[config.mk]
export PLATFORM = sky130hd
export DESIGN_NAME = oc_channel
export DESIGN_NICKNAME = d
export VERILOG_FILES = /design/src/rtl/oc_pkg.sv /design/src/rtl/oc_byte_stage.sv /design/src/rtl/oc_cmp_regs.sv /design/src/rtl/oc_match_out.sv /design/src/rtl/oc_channel.sv
export SDC_FILE = /design/constraint.sdc
export NUM_CORES = 1
export LEC_CHECK = 0
export ABC_AREA = 1
export BUFFER_PORTS_ARGS = -buffer_cell sky130_fd_sc_hd__buf_2
export CORE_ASPECT_RATIO = 0.6
export CORE_UTILIZATION = 59
export DETAILED_ROUTE_END_ITERATION = 6
export PLACE_DENSITY = 0.85
export SLEW_MARGIN = 20
export SYNTH_ARGS = -nofsm -noshare
export SYNTH_HDL_FRONTEND = slang
export SYNTH_SLANG_ARGS = --single-unit
[constraint.sdc]
create_clock -name clk -period 2.2 [get_ports clk]
set_clock_uncertainty 0.05 [all_clocks]
set_input_delay 0.66 -clock clk [delete_from_list [all_inputs] [get_ports clk]]
set_output_delay 0.66 -clock clk [all_outputs]
set_load 0.02 [all_outputs]
[src/rtl/oc_pkg.sv]
package oc_pkg;

    typedef enum logic [2:0] {
        OC_SET      = 3'd0,
        OC_CLR      = 3'd1,
        OC_TGL      = 3'd2,
        OC_SET_ZCLR = 3'd3,
        OC_HOLD4    = 3'd4,
        OC_HOLD5    = 3'd5,
        OC_HOLD6    = 3'd6,
        OC_HOLD7    = 3'd7
    } oc_mode_e;

    // modes whose new compare value goes live right after the high-byte write
    function automatic logic oc_loads_now(input logic [2:0] m);
        return (m == OC_CLR) || (m == OC_TGL) || (m == OC_SET_ZCLR);
    endfunction

endpackage

[src/rtl/oc_byte_stage.sv]
module oc_byte_stage #(
    parameter int BYTE_W = 8,
    localparam int VAL_W = 2 * BYTE_W
) (
    input  logic              clk,
    input  logic              rst_n,
    input  logic              wr_lo,
    input  logic              wr_hi,
    input  logic [BYTE_W-1:0] wr_data,
    output logic              val_stb,
    output logic [VAL_W-1:0]  val
);

    typedef struct packed {
        logic [BYTE_W-1:0] lo;
    } stage_t;

    stage_t s_d, s_q;

    always_comb begin
        s_d = s_q;
        if (wr_lo) s_d.lo = wr_data;
    end

    always_ff @(posedge clk or negedge rst_n) begin
        if (!rst_n) s_q <= '0;
        else        s_q <= s_d;
    end

    // the high byte pairs with the low byte held before this cycle
    assign val_stb = wr_hi;
    assign val     = {wr_data, s_q.lo};

endmodule

[src/rtl/oc_cmp_regs.sv]
module oc_cmp_regs #(
    parameter int VAL_W = 16
) (
    input  logic             clk,
    input  logic             rst_n,
    input  logic             val_stb,
    input  logic [VAL_W-1:0] val,
    input  logic             load_now,
    input  logic             at_zero,
    output logic [VAL_W-1:0] active
);

    typedef struct packed {
        logic [VAL_W-1:0] shadow;
        logic [VAL_W-1:0] active;
    } cmp_t;

    cmp_t s_d, s_q;

    always_comb begin
        s_d = s_q;
        if (at_zero) s_d.active = s_q.shadow;
        if (val_stb) begin
            s_d.shadow = val;
            if (load_now) s_d.active = val;
        end
    end

    always_ff @(posedge clk or negedge rst_n) begin
        if (!rst_n) s_q <= '0;
        else        s_q <= s_d;
    end

    assign active = s_q.active;

    // without a high-byte write the shadow value cannot move
    a_r2_shadow_held: assert property (@(posedge clk) disable iff (!rst_n)
        !val_stb |=> $stable(s_q.shadow));

    // immediate modes take the written value on the next edge
    a_r3_immediate: assert property (@(posedge clk) disable iff (!rst_n)
        (val_stb && load_now) |=> (active == $past(val)));

    // deferred writes leave the active value alone unless the counter is at zero
    a_r4_deferred: assert property (@(posedge clk) disable iff (!rst_n)
        (!load_now && !at_zero) |=> $stable(active));

endmodule

[src/rtl/oc_match_out.sv]
module oc_match_out
    import oc_pkg::*;
#(
    parameter int   VAL_W       = 16,
    parameter logic LIMIT_MODES = 1'b0
) (
    input  logic             clk,
    input  logic             rst_n,
    input  logic             run,
    input  logic [VAL_W-1:0] count,
    input  logic [VAL_W-1:0] active,
    input  logic [2:0]       mode,
    input  logic             clr_ch,
    input  logic             clr_tmr,
    output logic             pin_o,
    output logic             ch_flag_o,
    output logic             tmr_flag_o
);

    typedef struct packed {
        logic pin;
        logic ch_flag;
        logic tmr_flag;
    } out_t;

    out_t s_d, s_q;
    logic allowed;
    logic hit;
    logic at_zero;

    generate
        if (LIMIT_MODES) begin : g_limited
            assign allowed = (mode != OC_HOLD6) && (mode != OC_HOLD7);
        end else begin : g_full
            assign allowed = 1'b1;
        end
    endgenerate

    assign hit     = run && (count == active) && allowed;
    assign at_zero = run && (count == '0);

    always_comb begin
        s_d = s_q;
        if (hit) begin
            unique case (mode)
                OC_SET, OC_SET_ZCLR: s_d.pin = 1'b1;
                OC_CLR:              s_d.pin = 1'b0;
                OC_TGL:              s_d.pin = ~s_q.pin;
                default:             s_d.pin = s_q.pin;
            endcase
        end else if (at_zero && mode == OC_SET_ZCLR) begin
            s_d.pin = 1'b0;
        end
        s_d.ch_flag  = (s_q.ch_flag  & ~clr_ch)  | hit;
        s_d.tmr_flag = (s_q.tmr_flag & ~clr_tmr) | hit;
    end

    always_ff @(posedge clk or negedge rst_n) begin
        if (!rst_n) s_q <= '0;
        else        s_q <= s_d;
    end

    assign pin_o      = s_q.pin;
    assign ch_flag_o  = s_q.ch_flag;
    assign tmr_flag_o = s_q.tmr_flag;

    // a match always leaves both flags set
    a_r8_flag_set: assert property (@(posedge clk) disable iff (!rst_n)
        hit |=> (ch_flag_o && tmr_flag_o));

    // a clear without a match empties the channel flag
    a_r8_flag_clear: assert property (@(posedge clk) disable iff (!rst_n)
        (clr_ch && !hit) |=> !ch_flag_o);

    // hold modes never move the pin
    a_r7_hold: assert property (@(posedge clk) disable iff (!rst_n)
        (mode >= 3'd4) |=> $stable(pin_o));

    // counter zero without a match clears the pin in mode 3
    a_r6_zero_clear: assert property (@(posedge clk) disable iff (!rst_n)
        (mode == 3'd3 && run && count == '0 && !hit) |=> !pin_o);

    // refused modes raise no flag
    a_r10_limit: assert property (@(posedge clk) disable iff (!rst_n)
        (LIMIT_MODES && mode >= 3'd6 && !ch_flag_o) |=> !ch_flag_o);

endmodule

[src/rtl/oc_channel.sv]
module oc_channel
    import oc_pkg::*;
#(
    parameter int   BYTE_W      = 8,
    parameter logic LIMIT_MODES = 1'b0,
    localparam int  VAL_W       = 2 * BYTE_W
) (
    input  logic              clk,
    input  logic              rst_n,
    input  logic              run,
    input  logic [VAL_W-1:0]  count,
    input  logic [2:0]        mode,
    input  logic              wr_lo,
    input  logic              wr_hi,
    input  logic [BYTE_W-1:0] wr_data,
    input  logic              clr_ch,
    input  logic              clr_tmr,
    input  logic              irq_mask,
    output logic              pin_out,
    output logic              ch_flag,
    output logic              tmr_flag,
    output logic              irq
);

    logic             val_stb;
    logic [VAL_W-1:0] val;
    logic [VAL_W-1:0] active;
    logic             at_zero;
    logic             load_now;

    assign at_zero  = run && (count == '0);
    assign load_now = oc_loads_now(mode);

    oc_byte_stage #(.BYTE_W(BYTE_W)) i_byte_stage (
        .clk     (clk),
        .rst_n   (rst_n),
        .wr_lo   (wr_lo),
        .wr_hi   (wr_hi),
        .wr_data (wr_data),
        .val_stb (val_stb),
        .val     (val)
    );

    oc_cmp_regs #(.VAL_W(VAL_W)) i_cmp_regs (
        .clk      (clk),
        .rst_n    (rst_n),
        .val_stb  (val_stb),
        .val      (val),
        .load_now (load_now),
        .at_zero  (at_zero),
        .active   (active)
    );

    oc_match_out #(.VAL_W(VAL_W), .LIMIT_MODES(LIMIT_MODES)) i_match_out (
        .clk        (clk),
        .rst_n      (rst_n),
        .run        (run),
        .count      (count),
        .active     (active),
        .mode       (mode),
        .clr_ch     (clr_ch),
        .clr_tmr    (clr_tmr),
        .pin_o      (pin_out),
        .ch_flag_o  (ch_flag),
        .tmr_flag_o (tmr_flag)
    );

    // request follows the registered channel flag and the mask
    assign irq = ch_flag & irq_mask;

    a_r9_irq_gate: assert property (@(posedge clk) disable iff (!rst_n)
        !irq_mask |-> !irq);

endmodule

==> flow_summary.ini <==
[global_routing]
grt_max_degree = 44
overflow = 0
grt_pass1_wl_um = 8200
grt_pass1_vias = 1743
antenna_found_initial = 0
track_usage_pct = 28.0

[yosys]
yosys_warnings = 0
synth_seq_cells = 43
syn_nets = 315
synth_edf_count = 0
synthCells = 280
synth_cell_types = 25
async_flop_share_pct = 100
netlist_area_um2 = 2220
synth_ff_type = dfrtp_1
ys_seq_area_share_pct = 48.5
syn_avg_cell_area_um2 = 7.92

[power_and_ir_drop]
p_total_uw = 1890
p_per_area_nw_per_um2 = 734
peakVddDrop_v = 0.000429
power_switching_uw = 510
p_sw_share_pct = 27.0
comb_power_share_pct = 16.9
leakagePower_uw = 0.00142
power.internal_uw = 1380
p_clk_share_pct = 33.4
seqPwrFrac_pct = 49.7

[sta]
final.setup.worst_slack_ps = 475
rsz0062_at_grt = no
relSlewSlack_pct = 64.3
setup_tns_ps = 0
drv_slew = 0
period_minus_slack_ps = 1730
hold_viol = 0
finalSetupViolCount = 0
period_share_pct = 78.4
tightestPinTransition_ps = 536
max_freq_mhz = 580

[cts]
cts.reportedPaths.clkPinSlew_ps = 80
numClockSinks = 43
ctsResizeCount = 0
cts_tree = done
cts_buffer_depth = 2
hold_buffers = 0
clk_latency_ps = 290
postCtsSetupBuffers = 0
htreeDepth = 2
cts_inserted_buffers = 5
cts-root-buf = clkbuf_8

[floorplan]
io_pins = 39
die-area_um2 = 4020
die_w_um = 81.1
die_y_um = 49.5
rows = 16
start_util_pct = 64.8
core_area_um2 = 3420

[final_layout]
drive_above_1_share_pct = 21.2
final_net_count = 355
syn_to_final_growth_pct = 16.1
antenna_cells = 0

[drt]
num_vias = 1936
drcViolationCount = 0
via_per_inst = 5.29
wl_um = 5030
dr.first_iter.drc_count = 130
wl_per_cell_um = 13.7
ant_nets = 0
dr.pass1.iters = 4

[worst_setup_path]
crit_type = in2reg
r2r_setup_slack_ps = 770
crit_path_end_kind = register
arrival_ps = 1840
r2r-start = i_cmp_regs.active[1]
reg2reg_depth = 11
startpoint_type = input pin
crit_fanout = 9
timing.rr.end = i_match_out.pin_o
worst-endpoint-required_ps = 2320

[placed_design]
place.gp.congestion = 0.840
dpl.hpwl_um = 3610
post-place-ws_ps = 239
port_buffers = 38

[job]
cap_viol_max_count = 0

[hold_path]
hold_path_class = in2async

[outcome]
status = completed
## power groups by stage
stage,registers [uW],clock network [uW],logic (uW)
floorplan,936,0,209
global placement,950,0,305
detailed placement,952,0,315
CTS,938,635,318
global route,950,681,365
finish,939,631,319
## layer usage
layer	vias up	GRT usage [%]	share of wire [%]	wire length [um]
met5	-	0	0	0
met4	0	6.85	0.93	47
met1	874	41.3	47	2340
li1	962	-	-	-
met3	8	7.96	9.6	482
met2	92	40.3	43	2160
## worst max-delay path, stage by stage
cell	delay [ps]
buf_2	130
nor2_1	100
nand3_1	140
nor2_2	400
nand2_2	190
nand2_1	120
a31oi_1	90
## Yosys cell counts (3+ instances only)
| cell type | instances | area [um2] |
|---|---|---|
| nand2_1 | 72 | 270 |
| dfrtp_1 | 43 | 1080 |
| inv_1 | 41 | 154 |
| nor2_1 | 41 | 154 |
| a21oi_1 | 13 | 65.1 |
| nand3_1 | 11 | 55.1 |
| o21ai_0 | 10 | 50.1 |
| o22ai_1 | 8 | 50.1 |
| a31oi_1 | 7 | 43.8 |
| nor2_2 | 5 | 31.3 |
| xnor2_1 | 5 | 43.8 |
| mux2_2 | 4 | 45.0 |
| buf_2 | 3 | 15.0 |
| nand2_2 | 3 | 18.8 |
## layout by cell type, fill, tap and decap left out, drive strengths merged, types with 6 or more instances in the layout
| cell | count |
|---|---|
| nand2 | 75 |
| nor2 | 47 |
| dfrtp | 43 |
| inv | 41 |
| buf | 41 |
| a21oi | 13 |
| nand3 | 12 |
| o21ai | 10 |
| o22ai | 9 |
| a31oi | 7 |
| clkbuf | 6 |
## stage by stage
step	utilization (%)	hold WS [ps]	cell area (um2)	instances
floorplan	-	314	2220	280
global placement	71.8	432	2460	358
detailed placement	71.8	456	2460	358
CTS	75.2	402	2570	366
global route	75.2	426	2570	366
finish	75.2	371	2570	366
## sequential cells by signal (all words and copies together) (netlist names)
register / cells
i_match_out.tmr_flag_o: 1
i_match_out.ch_flag_o: 1
i_cmp_regs.s_q: 16
i_byte_stage.s_q: 8
i_cmp_regs.active: 16
i_match_out.pin_o: 1
## cell families (layout without fill, tap and decap cells)
logic type,after synthesis,in the layout,share of synthesized area (%)
buf+inv,49,90,8.80
mux,4,4,2.03
compound gates,39,39,9.99
xor+xnor,5,5,1.98
simple gates,140,140,28.7
flops,43,43,48.5
## final cells by class
cell class                      instances  area, um2
Clock buffer                            6       82.6
Clock inverter                          2       35.0
Fill cell                             271        848
Inverter                               41        154
Multi-Input combinational cell        188        946
Sequential cell                        43       1080
Tap cell                               45       56.3
Timing Repair Buffer                   41        225
## worst max-delay path by stage
stage	cells after the start	end	from	slack (ps)
4_1_cts	7	i_cmp_regs.active[15]	count[1]	520
3_3_place_gp	7	i_cmp_regs.active[4]	count[1]	300
2_1_floorplan	4	i_cmp_regs.active[12]	mode[1]	570
6_report	7	i_cmp_regs.active[15]	count[1]	470
5_1_grt	9	i_match_out.pin_o	count[1]	340
3_5_place_dp	7	i_cmp_regs.active[2]	count[1]	240
(Power assumes the default switching activity.)
